### src/rtl/brg_pkg.sv
package brg_pkg;
    // Width of the reload counter
    localparam int DIV_W     = 12;
    // Control word: run bit, reload value, divide-by-16 select
    localparam int CFG_W     = DIV_W + 2;
    localparam int RUN_BIT   = DIV_W + 1;
    localparam int PRE_BIT   = 0;
    // Extra prescale ratio and its counter width
    localparam int PRE_RATIO = 16;
    localparam int PRE_W     = (PRE_RATIO > 1) ? $clog2(PRE_RATIO) : 1;

    // Packed so that the reload value lands in bits DIV_W:1
    typedef struct packed {
        logic             run;
        logic [DIV_W-1:0] reload;
        logic             pre_sel;
    } brg_cfg_t;

    function automatic brg_cfg_t decode_cfg(input logic [CFG_W-1:0] w);
        return brg_cfg_t'(w);
    endfunction
endpackage

### src/rtl/brg_prescaler.sv
module brg_prescaler
    import brg_pkg::*;
#(
    parameter int RATIO = PRE_RATIO,
    parameter int CW    = PRE_W
) (
    input  logic clk,
    input  logic rst,
    input  logic clear,
    input  logic sel,
    output logic ce
);
    generate
        if (RATIO > 1) begin : g_div
            localparam logic [CW-1:0] LAST = CW'(RATIO - 1);
            logic [CW-1:0] cnt;

            always_ff @(posedge clk) begin
                if (rst || clear || !sel)
                    cnt <= '0;
                else if (cnt == LAST)
                    cnt <= '0;
                else
                    cnt <= cnt + 1'b1;
            end

            assign ce = sel ? (cnt == LAST) : 1'b1;

            // after the enable strobe of the prescaler, its count wraps to zero
            a_r5_prescale_wrap: assert property (@(posedge clk) disable iff (rst)
                (ce && sel && !clear) |=> (cnt == '0));
        end else begin : g_bypass
            logic unused_sel;
            assign unused_sel = sel ^ clear;
            assign ce = 1'b1;
        end
    endgenerate
endmodule

### src/rtl/brg_divider.sv
module brg_divider #(
    parameter int W = brg_pkg::DIV_W
) (
    input  logic         clk,
    input  logic         rst,
    input  logic         load,
    input  logic [W-1:0] load_val,
    input  logic         run,
    input  logic         ce,
    output logic         tick
);
    logic [W-1:0] cnt;
    logic         at_zero;

    assign at_zero = (cnt == '0);

    always_ff @(posedge clk) begin
        if (rst)
            cnt <= '0;
        else if (load)
            cnt <= load_val;
        else if (ce)
            cnt <= at_zero ? load_val : cnt - 1'b1;
    end

    assign tick = run && ce && at_zero;

    // a load always restarts the count from the presented value
    a_r8_restart_load: assert property (@(posedge clk) disable iff (rst)
        load |=> (cnt == $past(load_val)));

    // with a non-zero reload a tick lasts a single cycle
    a_r3_single_tick: assert property (@(posedge clk) disable iff (rst)
        (tick && (load_val != '0) && !load) |=> !tick);
endmodule

### src/rtl/brg_clkout.sv
module brg_clkout (
    input  logic clk,
    input  logic rst,
    input  logic clear,
    input  logic tick,
    output logic baud
);
    always_ff @(posedge clk) begin
        if (rst || clear)
            baud <= 1'b0;
        else if (tick)
            baud <= ~baud;
    end

    // every tick inverts the baud clock level
    a_r6_toggle: assert property (@(posedge clk) disable iff (rst)
        (tick && !clear) |=> (baud != $past(baud)));
endmodule

### src/rtl/baud_tick_gen.sv
module baud_tick_gen
    import brg_pkg::*;
(
    input  logic             clk,
    input  logic             rst,
    input  logic             cfg_we,
    input  logic [CFG_W-1:0] cfg_word,
    output logic             tick_o,
    output logic             baud_o
);
    brg_cfg_t         cfg_q;
    brg_cfg_t         cfg_new;
    logic             hold;
    logic             pre_ce;
    logic [DIV_W-1:0] load_val;

    assign cfg_new = decode_cfg(cfg_word);

    always_ff @(posedge clk) begin
        if (rst)
            cfg_q <= '0;
        else if (cfg_we)
            cfg_q <= cfg_new;
    end

    // Counters restart on a write and stay parked while stopped
    assign hold     = cfg_we || !cfg_q.run;
    assign load_val = cfg_we ? cfg_new.reload : cfg_q.reload;

    brg_prescaler #(.RATIO(PRE_RATIO), .CW(PRE_W)) u_pre (
        .clk   (clk),
        .rst   (rst),
        .clear (hold),
        .sel   (cfg_q.pre_sel),
        .ce    (pre_ce)
    );

    brg_divider #(.W(DIV_W)) u_div (
        .clk      (clk),
        .rst      (rst),
        .load     (hold),
        .load_val (load_val),
        .run      (cfg_q.run),
        .ce       (pre_ce),
        .tick     (tick_o)
    );

    brg_clkout u_out (
        .clk   (clk),
        .rst   (rst),
        .clear (hold),
        .tick  (tick_o),
        .baud  (baud_o)
    );

    // reset leaves both outputs low
    a_r1_reset_quiet: assert property (@(posedge clk)
        rst |=> (!tick_o && !baud_o));

    // a stop word silences both outputs
    a_r7_stop_quiet: assert property (@(posedge clk) disable iff (rst)
        (cfg_we && !cfg_word[RUN_BIT]) |=> (!tick_o && !baud_o));
endmodule

### config.mk
export PLATFORM = sky130hd
export DESIGN_NAME = baud_tick_gen
export DESIGN_NICKNAME = d
export VERILOG_FILES = /design/src/rtl/brg_pkg.sv /design/src/rtl/brg_prescaler.sv /design/src/rtl/brg_divider.sv /design/src/rtl/brg_clkout.sv /design/src/rtl/baud_tick_gen.sv
export SDC_FILE = /design/constraint.sdc
export NUM_CORES = 1
export LEC_CHECK = 0
export BUFFER_PORTS_ARGS = -buffer_cell sky130_fd_sc_hd__buf_2
export CAP_MARGIN = 20
export CORE_ASPECT_RATIO = 1.4
export CORE_MARGIN = 8
export CORE_UTILIZATION = 40
export DETAILED_ROUTE_END_ITERATION = 8
export GPL_ROUTABILITY_DRIVEN = 0
export PLACE_DENSITY = 0.6
export SLEW_MARGIN = 20
export SYNTH_ARGS = -nofsm -noshare
export SYNTH_HDL_FRONTEND = slang
export SYNTH_SLANG_ARGS = --single-unit
### constraint.sdc
create_clock -name clk -period 1.95 [get_ports clk]
set_input_delay 0.195 -clock clk [delete_from_list [all_inputs] [get_ports clk]]
set_output_delay 0.195 -clock clk [all_outputs]
set_load 0.02 [all_outputs]
==> results.json <==
{
  "outcome": "completed",
  "synth.area.top_cells": "dfxtp_1 40%, mux2i_1 7.8%, nor2_1 7.3%",
  "whs_ns": 0.1642,
  "vias": 1483,
  "totalWireLength_um": 4232,
  "die-width_um": 68.53,
  "portBuffers": 18,
  "clock_latency_ns": 0.28,
  "setup_violations": 0,
  "synth_top_area_share": 0.4016,
  "p_total_mw": 1.501,
  "place_area_mm2": 0.001740,
  "cts_buffers": 5,
  "layout_common_cells": "30 x nor2_1, 30 x dfxtp_1, 17 x buf_2",
  "diodes": 0,
  "clock-sinks": 31,
  "grt_overflow": 0,
  "rows": 26,
  "yosysTopAreaCell": "dfxtp_1",
  "die_h_um": 89.54,
  "clockRootBuffer": "clkbuf_8",
  "synth_cells": 176,
  "ys_warn_count": 0,
  "drv_cap": 0,
  "grt_pass1_wl_um": 6810,
  "worstSetupPathType": "flop to output port",
  "final_nets": 228,
  "dp_slack_ns": 0.1620,
  "clk_pin_slew_ns": 0.06,
  "antenna_found_initial": 0,
  "timing.rr.start": "u_div.cnt[0]",
  "slew_violations": 0,
  "whs_path_depth": 3,
  "wl_per_cell_um": 17.00,
  "syn2layout_area_growth_pct": 20.57,
  "max_freq_mhz": 525.5,
  "r2r_cells": 6,
  "dr.first_iter.drc_count": 75,
  "worstPathRequired_ns": 1.75,
  "clk_path_buf_depth": 2,
  "initial_core_util": 0.4204,
  "ant_nets": 0,
  "layout-drive-gt1-share": 0.2367,
  "grtUsageTotal": 0.1482,
  "worst_pin_slew_ns": 0.5604,
  "r2r-end": "u_div.cnt[6]",
  "synth-seq-area-share": 0.4016,
  "endpoint_kind": "output port",
  "startpoint_type": "flop",
  "hold-path-endpoint": "cfg_q[13]",
  "cts_htree_levels": 2,
  "hpwl_um": 3224,
  "drc_errors": 0,
  "grt_start_max_net_pins": 22,
  "fin_util": 0.5068,
  "hold_viol_final": 0,
  "rrSetupSlack_ns": 0.10,
  "die_area_mm2": 0.006136,
  "place_inst": 240,
  "core_area_mm2": 0.003676,
  "syn_area_per_cell_um2": 8.780,
  "cts_tree": "built",
  "clock_skew_ns": 0.004663,
  "grt_pass1_vias": 1529,
  "io_pins": 19,
  "setup_ws_ns": 0.04717,
  "fin_area_mm2": 0.001863,
  "critPathMaxFanout": 4,
  "synth_area_mm2": 0.001545,
  "layoutNonFillerInstCount": 249,
  "synth_nets": 196,
  "min_period_over_period": 0.9758,
  "relSlewSlack": 0.6264,
  "avgViaCountPerCell": 5.956,
  "dr.pass1.iters": 4,
  "hp-class": "input port to flop",
  "ir_worst_vdd_mv": 0.4914,
  "fin_crit_ns": 1.903,
  "fin_tns_setup_ns": 0,
  "power.leakage_nw": 0.7899,
  "powerDensity_mw_per_mm2": 805.5,
  "synth_seq_cells": 31,
  "synthDistinctLibCells": 40,
  "crit_arrival_ns": 1.71,
  "hold_start": "cfg_word[13]"
}
[worst max-delay path by stage]
stage | from | endpoint | cells after the start
floorplan | u_pre.g_div.cnt[0] | tick_o | 5
detailed placement | u_div.cnt[0] | u_div.cnt[6] | 6
global route | u_div.cnt[8] | tick_o | 5
CTS | u_div.cnt[2] | tick_o | 5
global placement | u_div.cnt[9] | u_div.cnt[8] | 6
finish | u_div.cnt[8] | tick_o | 5
[report_power, final]
group          internal (mW)  switching (mW)
clock network          0.237           0.219
logic                  0.150           0.189
registers              0.671          0.0350
total                   1.06           0.443
[state kept, by name, summed over array words and instances, names as in the netlist]
| name | flops |
|---|---|
| cfg_q | 14 |
| u_div.cnt | 12 |
| u_out.baud | 1 |
| u_pre.g_div.cnt | 4 |
[synthesized netlist by cell type]
cell type  instances
nor3_2             1
inv_1              4
nand3b_1           1
nor2b_1            2
a311o_1            1
nand2b_1           1
nor4b_1            2
o21ai_0            7
and2_1             1
or4_1              1
a32o_2             1
nor4_4             1
nor2_1            30
a32o_1             3
mux2i_1           12
xor2_1             1
a21o_1             1
nand4_1            2
buf_2              3
nor3_4             1
a31oi_1            6
a21oi_1            8
o22ai_1            6
a311oi_1           1
nand2_1           12
mux2_2             2
or4b_1             1
nand2b_4           1
a22o_1             1
o21ai_1            3
and3_1             3
dfxtp_1           31
a41oi_4            1
xnor2_1            2
clkbuf_1           4
ha_1               3
nor3_1             5
a211o_1            2
o41ai_1            1
nand3_1            7
[critical path, cell delays in order, from the launching register on]
cell and delay [ns]:
dfxtp_2 0.33, nor4_4 0.35, buf_4 0.20, nand2_2 0.08, nor4b_4 0.27, buf_4 0.18
[logic make-up (layout without fill, tap and decap cells)]
kind of cell	after synthesis	after routing	synth area share
adders and majority gates	3	3	0.02429
buffers and inverters	11	42	0.02914
DFF	31	31	0.4016
xor gates and xnor gates	3	3	0.01701
and+or+nand+nor	72	72	0.2445
muxes	14	14	0.09231
AOI/OAI and AO/OA	42	42	0.1911
[per-layer routing]
layer,global-route usage,vias to the layer above,part of all wire
li1,-,705,-
met1,0.1537,724,0.39
met2,0.2485,38,0.52
met3,0.04141,16,0.048
met4,0.1009,0,0.037
met5,0,-,0
[layout make-up]
cell class	count	area, um^2
clock buffers	6	72.57
fillers	368	1813
inverters	4	15.01
multi-input cells	134	899.6
flip-flops and latches	31	621.8
well taps	42	52.55
repair buffers	32	201.4
[what timing repair did]
action	CTS	global route
hold buffers	0	0
endpoints found under the hold margin	0	0
endpoints found under the setup margin	1	1
pin swaps	0	4
gates resized for setup	2	6
setup buffers	0	3
Power figures use the tool's default switching activity.
